`src/rtl/audio_port_pkg.sv`:
```
package audio_port_pkg;

  // Strobes from the control module to the datapath, valid for one cycle.
  typedef struct packed {
    logic dirReset;     // direction changed: clear shifters and strobe
    logic txLoadLeft;   // start of left slot: load left, capture right
    logic txLoadRight;  // start of right slot: load held right sample
    logic txShift;      // start of any other bit: advance shifter
    logic rxShiftEn;    // received bit lies inside the sample word
    logic rxStoreLeft;  // last bit of a left word
    logic rxStorePair;  // last bit of a right word with a left word held
  } portStrobes_t;

endpackage

```
`src/rtl/audio_port_sync.sv`:
```
module audio_port_sync #(
  parameter int WIDTH  = 3,
  parameter int STAGES = 2
) (
  input  logic             clk,
  input  logic             rstN,
  input  logic [WIDTH-1:0] asyncIn,
  output logic [WIDTH-1:0] syncOut
);

  logic [WIDTH-1:0] stageQ [STAGES];

  always_ff @(posedge clk or negedge rstN) begin
    if (!rstN) begin
      for (int i = 0; i < STAGES; i++) stageQ[i] <= '0;
    end else begin
      stageQ[0] <= asyncIn;
      for (int i = 1; i < STAGES; i++) stageQ[i] <= stageQ[i-1];
    end
  end

  assign syncOut = stageQ[STAGES-1];

endmodule

```
`src/rtl/audio_port_ctrl.sv`:
```
module audio_port_ctrl
  import audio_port_pkg::*;
#(
  parameter int MCLK_DIV_LOG2  = 1,
  parameter int BCLK_DIV_LOG2  = 3,
  parameter int SLOT_BITS_LOG2 = 5,
  parameter int SAMPLE_W       = 24
) (
  input  logic         clk,
  input  logic         rstN,
  input  logic         dirOut,
  input  logic         altAlign,
  input  logic         bclkS,
  input  logic         wclkS,
  output logic         dirActive,
  output logic         mclkQ,
  output logic         bclkQ,
  output logic         wclkQ,
  output portStrobes_t strobes
);

  localparam int BIT_LOG2 = MCLK_DIV_LOG2 + BCLK_DIV_LOG2;
  localparam int CNT_W    = BIT_LOG2 + SLOT_BITS_LOG2 + 1;
  localparam int POS_W    = SLOT_BITS_LOG2 + 1;
  localparam logic [POS_W-1:0] POS_MAX = '1;

  logic                      dirQ;
  logic [CNT_W-1:0]          cnt;
  logic                      dirChange;
  logic                      txRun;
  logic                      rxRun;
  logic                      bitStart;
  logic [SLOT_BITS_LOG2-1:0] slotPos;

  assign dirChange = (dirOut != dirQ);
  assign txRun     = dirQ && !dirChange;
  assign rxRun     = !dirQ && !dirChange;
  assign bitStart  = (cnt[BIT_LOG2-1:0] == '0);
  assign slotPos   = cnt[CNT_W-2:BIT_LOG2];
  assign dirActive = dirQ;

  // Transmit timing: one free-running counter covers a whole frame.
  always_ff @(posedge clk or negedge rstN) begin
    if (!rstN) begin
      dirQ  <= 1'b0;
      cnt   <= '0;
      mclkQ <= 1'b0;
      bclkQ <= 1'b0;
      wclkQ <= 1'b0;
    end else if (dirChange) begin
      dirQ  <= dirOut;
      cnt   <= '0;
      mclkQ <= 1'b0;
      bclkQ <= 1'b0;
      wclkQ <= 1'b0;
    end else if (dirQ) begin
      cnt   <= cnt + CNT_W'(1);
      mclkQ <= cnt[MCLK_DIV_LOG2-1];
      bclkQ <= cnt[BIT_LOG2-1];
      wclkQ <= cnt[CNT_W-1];
    end else begin
      cnt   <= '0;
      mclkQ <= 1'b0;
      bclkQ <= 1'b0;
      wclkQ <= 1'b0;
    end
  end

  // Receive framing.
  logic             bclkPrevQ;
  logic             wclkPrevQ;
  logic [POS_W-1:0] posQ;
  logic             leftSeenQ;
  logic             bclkRise;
  logic             newSlot;
  logic [POS_W-1:0] posNext;
  logic [POS_W-1:0] firstPos;
  logic [POS_W-1:0] lastPos;
  logic             inData;
  logic             lastBit;

  always_comb begin
    bclkRise = bclkS && !bclkPrevQ;
    newSlot  = (wclkS != wclkPrevQ);
    if (newSlot)              posNext = '0;
    else if (posQ == POS_MAX) posNext = posQ;
    else                      posNext = posQ + POS_W'(1);
    firstPos = altAlign ? '0 : POS_W'(1);
    lastPos  = firstPos + POS_W'(SAMPLE_W - 1);
    inData   = (posNext >= firstPos) && (posNext <= lastPos);
    lastBit  = (posNext == lastPos);
  end

  always_ff @(posedge clk or negedge rstN) begin
    if (!rstN) begin
      bclkPrevQ <= 1'b0;
      wclkPrevQ <= 1'b1;
      posQ      <= '0;
      leftSeenQ <= 1'b0;
    end else begin
      bclkPrevQ <= bclkS;
      if (!rxRun) begin
        wclkPrevQ <= 1'b1;
        posQ      <= '0;
        leftSeenQ <= 1'b0;
      end else if (bclkRise) begin
        wclkPrevQ <= wclkS;
        posQ      <= posNext;
        if (lastBit && !wclkS)      leftSeenQ <= 1'b1;
        else if (lastBit && wclkS)  leftSeenQ <= 1'b0;
      end
    end
  end

  always_comb begin
    strobes             = '0;
    strobes.dirReset    = dirChange;
    strobes.txLoadLeft  = txRun && bitStart && (slotPos == '0) && !cnt[CNT_W-1];
    strobes.txLoadRight = txRun && bitStart && (slotPos == '0) && cnt[CNT_W-1];
    strobes.txShift     = txRun && bitStart && (slotPos != '0);
    strobes.rxShiftEn   = rxRun && bclkRise && inData;
    strobes.rxStoreLeft = rxRun && bclkRise && lastBit && !wclkS;
    strobes.rxStorePair = rxRun && bclkRise && lastBit && wclkS && leftSeenQ;
  end

endmodule

```
`src/rtl/audio_port_dp.sv`:
```
module audio_port_dp
  import audio_port_pkg::*;
#(
  parameter int SAMPLE_W  = 24,
  parameter int SLOT_BITS = 32
) (
  input  logic                clk,
  input  logic                rstN,
  input  logic                altAlign,
  input  logic                dirActive,
  input  portStrobes_t        strobes,
  input  logic [SAMPLE_W-1:0] txLeft,
  input  logic [SAMPLE_W-1:0] txRight,
  input  logic                sdS,
  output logic                sdOut,
  output logic [SAMPLE_W-1:0] rxLeft,
  output logic [SAMPLE_W-1:0] rxRight,
  output logic                rxValid
);

  localparam int PAD_W = SLOT_BITS - SAMPLE_W;

  function automatic logic [SLOT_BITS-1:0] alignSample(
    input logic [SAMPLE_W-1:0] s,
    input logic                alt
  );
    logic [SLOT_BITS-1:0] w;
    w = {s, {PAD_W{1'b0}}};
    return alt ? w : (w >> 1);
  endfunction

  logic [SLOT_BITS-1:0] txShifter;
  logic [SAMPLE_W-1:0]  holdRight;

  always_ff @(posedge clk or negedge rstN) begin
    if (!rstN) begin
      txShifter <= '0;
      holdRight <= '0;
    end else if (strobes.dirReset) begin
      txShifter <= '0;
    end else if (strobes.txLoadLeft) begin
      txShifter <= alignSample(txLeft, altAlign);
      holdRight <= txRight;
    end else if (strobes.txLoadRight) begin
      txShifter <= alignSample(holdRight, altAlign);
    end else if (strobes.txShift) begin
      txShifter <= {txShifter[SLOT_BITS-2:0], 1'b0};
    end
  end

  assign sdOut = dirActive && txShifter[SLOT_BITS-1];

  logic [SAMPLE_W-1:0] rxShift;
  logic [SAMPLE_W-1:0] rxShiftNext;
  logic [SAMPLE_W-1:0] leftHeld;

  assign rxShiftNext = {rxShift[SAMPLE_W-2:0], sdS};

  always_ff @(posedge clk or negedge rstN) begin
    if (!rstN) begin
      rxShift  <= '0;
      leftHeld <= '0;
      rxLeft   <= '0;
      rxRight  <= '0;
      rxValid  <= 1'b0;
    end else if (strobes.dirReset) begin
      rxShift  <= '0;
      rxValid  <= 1'b0;
    end else begin
      rxValid <= strobes.rxStorePair;
      if (strobes.rxShiftEn)   rxShift  <= rxShiftNext;
      if (strobes.rxStoreLeft) leftHeld <= rxShiftNext;
      if (strobes.rxStorePair) begin
        rxLeft  <= leftHeld;
        rxRight <= rxShiftNext;
      end
    end
  end

endmodule

```
`src/rtl/audio_serial_port.sv`:
```
module audio_serial_port
  import audio_port_pkg::*;
#(
  parameter int MCLK_DIV_LOG2  = 1,
  parameter int BCLK_DIV_LOG2  = 3,
  parameter int SLOT_BITS_LOG2 = 5,
  parameter int SAMPLE_W       = 24,
  parameter int SYNC_STAGES    = 2
) (
  input  logic                clk,
  input  logic                rstN,
  input  logic                dirOut,
  input  logic                altAlign,
  input  logic [SAMPLE_W-1:0] txLeft,
  input  logic [SAMPLE_W-1:0] txRight,
  output logic                mclkOut,
  output logic                bclkOut,
  output logic                wclkOut,
  output logic                sdOut,
  output logic                clkDriveEn,
  output logic                dataDriveEn,
  input  logic                bclkIn,
  input  logic                wclkIn,
  input  logic                sdIn,
  output logic [SAMPLE_W-1:0] rxLeft,
  output logic [SAMPLE_W-1:0] rxRight,
  output logic                rxValid
);

  localparam int SLOT_BITS = 1 << SLOT_BITS_LOG2;

  logic         bclkS;
  logic         wclkS;
  logic         sdS;
  logic         dirActive;
  portStrobes_t strobes;

  audio_port_sync #(
    .WIDTH (3),
    .STAGES(SYNC_STAGES)
  ) u_sync (
    .clk    (clk),
    .rstN   (rstN),
    .asyncIn({bclkIn, wclkIn, sdIn}),
    .syncOut({bclkS, wclkS, sdS})
  );

  audio_port_ctrl #(
    .MCLK_DIV_LOG2 (MCLK_DIV_LOG2),
    .BCLK_DIV_LOG2 (BCLK_DIV_LOG2),
    .SLOT_BITS_LOG2(SLOT_BITS_LOG2),
    .SAMPLE_W      (SAMPLE_W)
  ) u_ctrl (
    .clk      (clk),
    .rstN     (rstN),
    .dirOut   (dirOut),
    .altAlign (altAlign),
    .bclkS    (bclkS),
    .wclkS    (wclkS),
    .dirActive(dirActive),
    .mclkQ    (mclkOut),
    .bclkQ    (bclkOut),
    .wclkQ    (wclkOut),
    .strobes  (strobes)
  );

  audio_port_dp #(
    .SAMPLE_W (SAMPLE_W),
    .SLOT_BITS(SLOT_BITS)
  ) u_dp (
    .clk      (clk),
    .rstN     (rstN),
    .altAlign (altAlign),
    .dirActive(dirActive),
    .strobes  (strobes),
    .txLeft   (txLeft),
    .txRight  (txRight),
    .sdS      (sdS),
    .sdOut    (sdOut),
    .rxLeft   (rxLeft),
    .rxRight  (rxRight),
    .rxValid  (rxValid)
  );

  assign clkDriveEn  = dirActive;
  assign dataDriveEn = dirActive;

endmodule

```
`config.mk`:
```
export PLATFORM = sky130hd
export DESIGN_NAME = audio_serial_port
export DESIGN_NICKNAME = d
export VERILOG_FILES = /design/src/rtl/audio_port_pkg.sv /design/src/rtl/audio_port_sync.sv /design/src/rtl/audio_port_ctrl.sv /design/src/rtl/audio_port_dp.sv /design/src/rtl/audio_serial_port.sv
export SDC_FILE = /design/constraint.sdc
export NUM_CORES = 1
export LEC_CHECK = 0
export ABC_AREA = 1
export CAP_MARGIN = 20
export CORE_ASPECT_RATIO = 1.1
export CORE_MARGIN = 8
export CORE_UTILIZATION = 25
export DETAILED_ROUTE_END_ITERATION = 7
export DONT_BUFFER_PORTS = 1
export PLACE_DENSITY = 0.42
export SLEW_MARGIN = 30
export SYNTH_ARGS = -nofsm -noshare
export SYNTH_HDL_FRONTEND = slang
export SYNTH_SLANG_ARGS = --single-unit
```
`constraint.sdc`:
```
create_clock -name clk -period 3.4 [get_ports clk]
set_input_delay 0.17 -clock clk [delete_from_list [all_inputs] [get_ports clk]]
set_output_delay 0.17 -clock clk [all_outputs]
set_load 0.02 [all_outputs]
```
== Yosys cells after proc, flatten, opt, wreduce, memory -nomap -nowiden ==
Cells that the tools add are included.
Storage, ports and cells
  output and inout bits: 55
  flip-flop bits (word level): 181
Cells by class
  bitwise gates (word level): 1
  equality and inequality tests: 6
  mux-type cells: 28
  reductions and logical operators: 32
  add/sub/neg operators: 3
  magnitude comparators: 2
Operators with widths (number)
  2-to-1 mux 32 bit: 6
  2-to-1 mux 23 bit: 2
  2-to-1 mux 6 bit: 4
  2-to-1 mux 10 bit: 2
  logical AND 1 bit: 18
  2-to-1 mux 1 bit: 14
  adder 10 x 1 -> 10 bit (second input constant): 1
  AND reduction 2 bit: 4
  adder 6 x 1 -> 6 bit (second input constant): 1
  adder 6 x 5 -> 6 bit (second input constant): 1
  == test 6 bit: 1
  == test 6 bit (second input constant): 1
  greater-or-equal comparator 6 bit: 1
  <= comparator 6 bit: 1
  zero test 1 bit: 5
  zero test 5 bit: 1
  nonzero test 5 bit: 1
  zero test 4 bit: 1
  nonzero test 4 bit: 1
  != test 3 bit (second input constant): 1
  != test 1 bit: 2
  != test 2 bit (second input constant): 1
  nonzero test 2 bit: 1
  inverter 1 bit: 1

== Depth between registers and ports, before layout ==
Gate-level depths: netlist of run 1.
  depth in word-level cells: 9
  depth in mapped cells: 19
  depth with buffers taken out: 18

== By module ==
A second synthesis of run 1 with hierarchy kept.
Unflattened totals
  cells, all modules: 987
  area, all modules: 8007.7 um^2
Modules (own cells, without submodules)
  audio_port_dp: area an instance 6429.9 um^2, sequential area each 3628.5 um^2, times used 1, cells an instance 796
  audio_port_ctrl: area an instance 1397.6 um^2, sequential area each 576.8 um^2, times used 1, cells an instance 181
  audio_port_sync: area an instance 172.7 um^2, sequential area each 150.1 um^2, times used 1, cells an instance 9
  audio_serial_port: area an instance 7.5 um^2, sequential area each 0.0 um^2, times used 1, cells an instance 1

== Worst setup path before layout of run 1 ==
OpenSTA, ideal clock, no wires.
  path kind: register to register
  start: register u_ctrl.posQ[0]
  end: register u_dp.rxLeft[23]
  arrival time: 2.296 ns
  cell stages (with the launch flop): 18
  slack: 0.987 ns
  buffers on the path: 2
  clock period less this slack: 2.413 ns
  cells stage by stage: dfrtp_1 -> ha_1 -> nand3_2 -> inv_2 -> nand2_2 -> nand2_1 -> nand3_1 -> inv_1 -> ha_1 -> inv_1 -> nor3_1 -> nand3_1 -> nor2_1 -> nand2_1 -> buf_6 -> buf_6 -> nand2_1 -> nand2_1
On the way
  longest elaborated chain between the ends: 8
  elaborated cells on any way between the ends: 9
  those cells by class: 1 x add/sub; 2 x eq/ne; 2 x mux; 4 x reduce/logical
RTL lines
  start: declaration: RTL line audio_port_ctrl.sv:72  | logic [POS_W-1:0] posQ;
  start signal: assignment: RTL line audio_port_ctrl.sv:108  | posQ <= posNext;
  adder 6 x 1 -> 6 bit or == test 6 bit (tied branches): RTL line audio_port_ctrl.sv:87, audio_port_ctrl.sv:86
  2-to-1 mux 6 bit *: RTL line audio_port_ctrl.sv:86  | else if (posQ == POS_MAX) posNext = posQ;
  2-to-1 mux 6 bit *: RTL line audio_port_ctrl.sv:85  | if (newSlot) posNext = '0;
  == test 6 bit *: RTL line audio_port_ctrl.sv:91  | lastBit = (posNext == lastPos);
  logical AND 1 bit * (3 in a row): RTL line audio_port_ctrl.sv:123  | strobes.rxStorePair = rxRun && bclkRise && lastBit && wclkS && leftSeenQ;
  AND reduction 2 bit (no source line) *
  end signal: assignment: RTL line audio_port_dp.sv:74  | rxLeft <= leftHeld;
  end: declaration: RTL line audio_port_dp.sv:16  | output logic [SAMPLE_W-1:0] rxLeft,
Every way passes the cells marked *; elsewhere a longest branch is shown, timed or not.
A chain may end at the register's enable or synchronous reset.

== Final worst setup path of run 1 ==
  start: register u_ctrl.dirQ (netlist: u_ctrl.dirActive)
  end: register u_dp.txShifter[7]
On the way
  longest elaborated chain between the ends: 9
  elaborated cells on any way between the ends: 12
  those cells by class: 1 x eq/ne; 3 x mux; 8 x reduce/logical
RTL lines
  start: declaration: RTL line audio_port_ctrl.sv:27  | logic dirQ;
  start signal: assignment: RTL line audio_port_ctrl.sv:51  | dirQ <= dirOut;
  != test 1 bit: RTL line audio_port_ctrl.sv:35  | assign dirChange = (dirOut != dirQ);
  zero test 1 bit: RTL line audio_port_ctrl.sv:36  | assign txRun = dirQ && !dirChange;
  logical AND 1 bit: RTL line audio_port_ctrl.sv:36
  logical AND 1 bit: RTL line audio_port_ctrl.sv:118, audio_port_ctrl.sv:119, audio_port_ctrl.sv:120
  logical AND 1 bit: RTL line audio_port_ctrl.sv:118, audio_port_ctrl.sv:119
  logical AND 1 bit: RTL line audio_port_ctrl.sv:119  | strobes.txLoadRight = txRun && bitStart && (slotPos == '0) && cnt[CNT_W-1];
  2-to-1 mux 32 bit: RTL line audio_port_dp.sv:44  | end else if (strobes.txLoadRight) begin
  2-to-1 mux 32 bit: RTL line audio_port_dp.sv:41  | end else if (strobes.txLoadLeft) begin
  2-to-1 mux 32 bit: RTL line audio_port_dp.sv:39  | end else if (strobes.dirReset) begin
  end signal: assignment: RTL line audio_port_dp.sv:42  | txShifter <= alignSample(txLeft, altAlign);
  end signal: assignment: RTL line audio_port_dp.sv:45  | txShifter <= alignSample(holdRight, altAlign);
  end signal: assignment: RTL line audio_port_dp.sv:47  | txShifter <= {txShifter[SLOT_BITS-2:0], 1'b0};
  end: declaration: RTL line audio_port_dp.sv:32  | logic [SLOT_BITS-1:0] txShifter;
Parallel ways exist; a longest one is shown, timed or not.

==> results of run 1 <==
-- layer usage --
metal  global-route usage [%]  share of wire (%)  vias to the layer above
met5                        0                  0                        -
met4                     3.91                1.4                        0
met3                     3.01                4.7                       18
met2                     19.5                 47                      130
met1                     14.5                 47                     3235
li1                         -                  -                     3416
-- final cells by class --
| cell class | count | area share (%) |
|---|---|---|
| timing repair buffer | 48 | 4.55 |
| clock buffer | 20 | 4.78 |
| inverter | 91 | 3.57 |
| clock inverter | 12 | 1.32 |
| multi-input combinational | 730 | 34.6 |
| tap | 432 | 5.65 |
| sequential | 174 | 45.6 |
-- registers in the layout, summed over array words and instances, names as in the netlist, 6 cells and up --
name	count
u_dp.rxShift	23
u_dp.rxLeft	24
u_dp.txShifter	25
u_dp.holdRight	24
u_ctrl.posQ	6
u_dp.rxRight	24
u_dp.leftHeld	24
u_ctrl.cnt	10
-- critical path, delay by kind of cell (launching register included) --
| kind | cells | cell delay (ps) |
|---|---|---|
| fa+ha+maj | 1 | 300 |
| flops | 1 | 350 |
| compound gates | 2 | 200 |
| simple gates | 2 | 980 |
| buf+inv | 3 | 1110 |
-- worst paths after layout --
check | end | slack (ps) | depth (start not counted)
max | u_dp.txShifter[7] | 370 | 8
min | u_dp.rxRight[2] | -550 | 0
max reg2reg | u_dp.txShifter[7] | 370 | 8
min reg2reg | u_sync.syncOut[2] | 350 | 0
max in group asynchronous | u_ctrl.cnt[2] | 3380 | 0
min in group clk | u_dp.txShifter[30] | 40 | 4
-- metrics by stage --
stage	utilization (%)	area, sq um	cells	total power, uW	setup WS [ps]
after detailed placement	26.4	8680	1445	3400	584
final	29.0	9560	1507	5320	372
after CTS	29.0	9560	1507	5430	351
after global placement	26.4	8680	1445	3400	648
after global routing	29.0	9560	1507	5640	157
after floorplan	-	8270	1057	3100	987
-- logic make-up after synthesis --
kind of cell	count (synthesis)	share of synthesized area, %
XOR/XNOR	1	0.106
AND/OR/NAND/NOR	607	31.2
buffers and inverters	153	7.62
adder cells (fa/ha/maj)	9	1.36
flip-flops	174	52.7
AO/OA/AOI/OAI	113	7.08
-- where the power goes --
group	internal, uW	switching, uW	leakage (uW)
clock network	1070	887	0.000285
logic	265	724	0.00204
registers	2260	114	0.00235
total	3600	1720	0.00468
-- placed cells by master (no fill, tap or decap), types with 7 or more instances in the layout --
cell / n
dlygate4sd3_1: 30
inv_1: 83
nor3_1: 8
nand3_1: 98
clkbuf_16: 17
ha_1: 9
dfrtp_1: 173
buf_4: 18
o21ai_0: 59
inv_2: 7
o21ai_1: 11
nor2_1: 136
nand4_1: 50
nand2_1: 299
a21oi_1: 34
==> summary.txt, run 1 <==
Critical path
  – Worst path arrival time: 3370 ps
  – Most used cell, CP: inv_1
  – Critical Path RT: 3740 ps
  – Reg-to-reg critical path startpoint: u_ctrl.dirActive
  – Crit-path cells: inv_1, ha_1, inv_1, nand2_1, nor2_1, o2111ai_1, dlygate4sd3_1, o21ai_0
  – Max incr delay on CP: 720 ps
  – Worst Setup SP: u_ctrl.dirActive
  – Critical path peak fanout: 25
  – CP Capture Type: flop
  – Worst path slowest cell: nand2_1
  – Setup CP Type: flop to flop
  – Setup crit start kind: flop

Synth
  – Most frequent cells after synthesis: nand2_1 (300), dfrtp_1 (173), nor2_1 (139)
  – Synthesized area: 8270 sq um
  – Yosys warns: 0
  – Most common cell in the netlist: nand2_1
  – Post-synthesis sequential area ratio: 52.7%
  – Most used DFF post-synth: dfrtp_1
  – Syn Nets: 1,121
  – Synth Register Bits: 174
  – Avg Cell Area, Syn: 7.83 sq um
  – Synth async-reset ratio: 100%
  – Leading area contributor after synthesis: dfrtp_1
  – Area contributors post-synth: dfrtp_1 (52%), nand2_1 (14%), nor2_1 (6.3%), nand3_1 (5.9%), nand4_1 (3.8%)
  – Unique cell type count in the Yosys netlist: 30
  – Post-Syn Instances: 1,057
  – Top-area cell type share of the netlist area: 52.3%
  – Number of flops mapped to enable cells by yosys: 0

Clock tree
  – Postcts setup bufs: 0
  – Clk root buf: clkbuf_16
  – Post-CTS resize count: 0
  – Deepest clock path buffer count: 2
  – # hold bufs at CTS: 30
  – CTS Buf Count: 17
  – CTS sink cnt: 174
  – Number of H-tree levels: 4
  – Clk_lat worst skew: 430 ps
  – Clock transition at path regs: 70 ps
  – TritonCTS clock tree: built

Timing
  – Final hold violations: 174
  – FMAX: 330 MHz
  – Final hold slack: -550 ps
  – Slew at the pin closest to its max-slew limit: 927 ps
  – Slew Viols, Final: 0
  – Final Cycle Share: 89.0%
  – Relative slew slack: 38.0%
  – RSZ-0062 raised after global routing: false
  – Setup Skew: 11.9 ps
  – Setup violations, final: 0
  – Tmin final: 3030 ps
  – Setup TNS: 0 ps

Finish
  – Nets: 1,126
  – Sequential cell area: 4360 sq um
  – Area of the multi-input gates: 3310 sq um
  – Area growth, synth to finish: 15.6%
  – Layout cells sized above 1: 6.51%
  – Fillers: 3,609
  – Ant diodes: 0

Drt
  – # DRC: 0
  – Final WL: 22.3 mm
  – Via Count: 6,799
  – Number of DRC markers in iteration 0: 451
  – DR WL/cell: 14.8 um
  – Number of detailed-route iterations in the first pass: 5
  – Vias per cell: 4.51
  – Post-route ant nets: 0

Global route
  – Tot GR Track Use: 11.7%
  – First-pass GRT wire length: 36.7 mm
  – Maximum number of pins on one net before global-route repair: 175
  – Vias in the first global route: 6,799
  – Initial antenna violation count: 0
  – Grt total ovfl: 0

Worst hold path
  – Worst min path class: primary input to async pin

Pwr
  – Peak supply drop: 0.302 mV
  – Pwr/cell area: 557 nW/um^2
  – P_leak: 0.00468 uW

Floorplanning
  – Core ar.: 32,900 sq um
  – Num ports: 110
  – Num rows: 70
  – Full die area: 39,200 sq um
  – Height of the die: 207 um
  – Horiz. Die Dim: 189 um
  – Initial Util: 25.1%

Flow run
  – Max Cap Viol: 0

Placed design
  – Detailed Place HPWL: 14.3 mm
  – GP Congestion: 0.748
  – I/O Buffers: 0

Outcome
  – Failing checks: negative hold slack
  – Run status: finished with violations
Note: power is estimated with default switching activity, not from simulation.
==> run 2, diff against run 1 <==
--- a/config.mk
+++ b/config.mk
@@ -5,7 +5,6 @@
 export SDC_FILE = /design/constraint.sdc
 export NUM_CORES = 1
 export LEC_CHECK = 0
-export ABC_AREA = 1
 export CAP_MARGIN = 20
 export CORE_ASPECT_RATIO = 1.1
 export CORE_MARGIN = 8
==> run 2 against run 1 <==
Against the previous run: the flow still finishes with violations (negative hold slack); non-clock buffer count grew 17; wire length down 13%; worst hold slack got worse by 2.5 ps; design area is 1.1% higher; worst setup slack worse by 210 ps; synthesized area down 1.3%; fmax decreased by 6.5%; highest routed layer is now met5; combinational power is essentially flat.
==> summary.txt, run 2 <==
Outcome
  – Run status: finished with violations
  – Failing checks: negative hold slack

Clock tree
  – Deepest clock path buffer count: 2 (unchanged)
  – Clock transition at path regs: 70 ps (about the same)
  – Clk_lat worst skew: 440 ps (about the same)
  – Clk root buf: clkbuf_16
  – CTS Buf Count: 17 (unchanged)
  – TritonCTS clock tree: built
  – Number of H-tree levels: 4 (unchanged)
  – CTS sink cnt: 174 (unchanged)

Floorplanning
  – Num rows: 69 (-1.4%)
  – Height of the die: 206 um (-0.59%)
  – Initial Util: 25.3% (+0.17 points)
  – Num ports: 110 (unchanged)
  – Horiz. Die Dim: 188 um (-0.58%)
  – Core ar.: 32,300 sq um (-2.0%)
  – Full die area: 38,700 sq um (-1.2%)

Global route
  – Grt total ovfl: 0 (unchanged)
  – Maximum number of pins on one net before global-route repair: 175 (unchanged)
  – Vias in the first global route: 5,525 (-19%)
  – First-pass GRT wire length: 31.3 mm (-15%)
  – Met3 Use GR: 4.08% (+1.1 points)
  – Met2 usage: 16.5% (-3.0 points)
  – Global route hottest layer: met2
  – Met1 Usage GRT: 12.0% (-2.5 points)
  – Tot GR Track Use: 10.2% (-1.5 points)
  – Initial antenna violation count: 1 (+1)

Timing
  – Final hold violations: 174 (unchanged)
  – Setup violations, final: 0 (unchanged)
  – Slew Viols, Final: 0 (unchanged)
  – Tmin final: 3240 ps (+212 ps)
  – Slew at the pin closest to its max-slew limit: 702 ps (-225 ps)
  – Relative slew slack: 53.2% (+15 points)
  – Final Cycle Share: 95.3% (+6.2 points)
  – FMAX: 309 MHz (-6.5%)
  – Final hold slack: -553 ps (-2.49 ps)
  – Setup Skew: 13.9 ps (+1.97 ps)

Finish
  – Area growth, synth to finish: 18.4%
  – Commonest non-fill, non-tap cell in the layout: dfrtp_1
  – Non-filler cells, final: 1,148 (-24%)
  – Layout cells sized above 1: 21.5% (+15 points)
  – Max reg flops: 25 (unchanged)
  – Largest reg by FF count: u_dp.txShifter
  – Most frequent cells in the layout: dfrtp_1 (170), mux2_2 (92), dlygate4sd3_1 (48), mux2i_1 (47), nand2_1 (40)
  – Ant diodes: 0 (unchanged)
  – Nets: 774 (-31%)

Synth
  – Syn Nets: 739 (-34%)
  – Post-Syn Instances: 675 (-36%)
  – Avg Cell Area, Syn: 12.1 sq um (+55%)
  – Post-synthesis sequential area ratio: 53.3% (+0.68 points)
  – Synthesized area: 8170 sq um (-1.3%)
  – Area contributors post-synth: dfrtp_1 (53%), mux2_2 (13%), mux2i_1 (5.8%), a211oi_1 (2.2%), nand2b_1 (2.1%)
  – Synth Register Bits: 174 (unchanged)
  – Synth async-reset ratio: 100% (unchanged)
  – Unique cell type count in the Yosys netlist: 53 (+77%)
  – Leading area contributor after synthesis: dfrtp_1
  – Most frequent cells after synthesis: dfrtp_1 (173), mux2_2 (92), mux2i_1 (47)
  – Yosys warns: 0 (unchanged)
  – Number of flops mapped to enable cells by yosys: 0 (unchanged)
  – Most used DFF post-synth: dfrtp_1
  – Top-area cell type share of the netlist area: 53.0% (+0.67 points)
  – Most common cell in the netlist: dfrtp_1

Drt
  – Vias per cell: 4.57 (+1.4%)
  – Number of DRC markers in iteration 0: 325 (-28%)
  – Via Count: 5,252 (-23%)
  – Number of detailed-route iterations in the first pass: 4 (-1)
  – DR WL/cell: 16.9 um (+14%)
  – Final WL: 19.4 mm (-13%)
  – Post-route ant nets: 0 (unchanged)
  – # DRC: 0 (unchanged)

Pwr
  – Total power: 5510 uW (+3.6%)
  – Peak supply drop: 0.345 mV (+15%)
  – Pwr/cell area: 570 nW/um^2 (+2.4%)
  – P_leak: 0.00424 uW (-9.3%)

Critical path
  – CP Capture Type: flop
  – Setup CP Type: flop to flop
  – Critical Path RT: 3720 ps (-20 ps)
  – R2R depth: 11 (+3)
  – Critical path peak fanout: 24 (-4.0%)
  – Reg-to-reg endpoint: u_dp.rxRight[23]
  – Worst R2R Setup Slack: 160 ps (-210 ps)
  – Worst path arrival time: 3560 ps (+190 ps)
  – Setup crit start kind: flop
  – Reg-to-reg critical path startpoint: u_ctrl.posQ[3]

Placed design
  – Placed Instances: 1,064 (-26%)
  – GP Congestion: 0.764 (+2.1%)
  – Detailed Place HPWL: 12.5 mm (-13%)
  – I/O Buffers: 0 (unchanged)

Flow run
  – Max Cap Viol: 0 (unchanged)

Worst hold path
  – Worst min path class: primary input to async pin
run 2: cell count changes in the layout (fill, tap and decap cells not counted), moves of 44 or more:
cell     before  now
inv_1        83    7
mux2_2        0   92
mux2i_1       0   47
nand2_1     299   40
nand3_1      98   22
nand4_1      50    2
nor2_1      136   34
o21ai_0      59   15
run 2: per-layer routing:
layer  share of wire (%)  vias up
met5               0.041        -
met3                 6.6       23
met4                 1.9        2
met2                  49      120
li1                    -     2475
met1                  42     2632
run 2: where the power goes:
group / switching (uW) / leakage, uW / internal (uW)
logic: 492 / 0.00161 / 495
registers: 202 / 0.00235 / 2350
clock network: 932 / 0.000285 / 1050
total: 1630 / 0.00424 / 3890
run 2: cell type report:
class	instances	area [sq um]
sequential	174	4360
clock inverter	14	171
tap	426	533
fill	3329	22600
clock buffer	17	425
inverter	7	26.3
multi-input combinational	445	3500
timing repair buffer	65	651
run 2: timing repair:
| item | in CTS | in global routing |
|---|---|---|
| setup endpoints to repair | 0 | 48 |
| hold buffers | 47 | 1 |
| buffers inserted | 0 | 4 |
| endpoints found under the hold margin | 214 | 175 |
| gates resized for setup | 0 | 9 |
run 2: kinds of logic after synthesis:
| group | synth area share (%) |
|---|---|
| AO/OA/AOI/OAI | 8.78 |
| multiplexers | 19.2 |
| flip-flops | 53.3 |
| adder cells (fa/ha/maj) | 1.38 |
| XOR/XNOR | 1.29 |
| buffers and inverters | 4.09 |
| AND/OR/NAND/NOR | 12.0 |
run 2: worst max-delay path by stage:
stage / from / to / slack [ps] / depth (start not counted)
after global routing: u_ctrl.posQ[3] / u_dp.rxLeft[20] / -50 / 11
after global placement: u_ctrl.posQ[2] / u_dp.rxLeft[12] / 320 / 11
after CTS: u_ctrl.posQ[2] / u_dp.rxLeft[20] / 140 / 11
final: u_ctrl.posQ[3] / u_dp.rxRight[23] / 160 / 11
after detailed placement: u_ctrl.posQ[2] / u_dp.rxLeft[20] / 160 / 11
after floorplan: u_ctrl.posQ[0] / u_dp.rxRight[10] / 380 / 13
run 2: metrics by stage:
step                      setup TNS, ps  util, %  setup WS [ps]  hold slack (ps)  cell area, sq um
after floorplan                       0        -            377             -126              8170
after global placement                0     26.4            316             -103              8510
after detailed placement              0     26.4            157             -104              8510
after CTS                             0     29.7            141             -584              9580
after global routing              -1920     29.9          -51.4             -594              9670
final                                 0     29.9            160             -553              9670
run 2: critical path, cell delays in order, from the launching register on:
cell	delay (ps)
dfrtp_1	450
and2_1	200
nand4_1	280
xor2_1	250
nand2_1	90
ha_1	350
a311oi_4	340
nand2_2	170
nor4_4	250
buf_4	180
buf_12	190
mux2_2	350
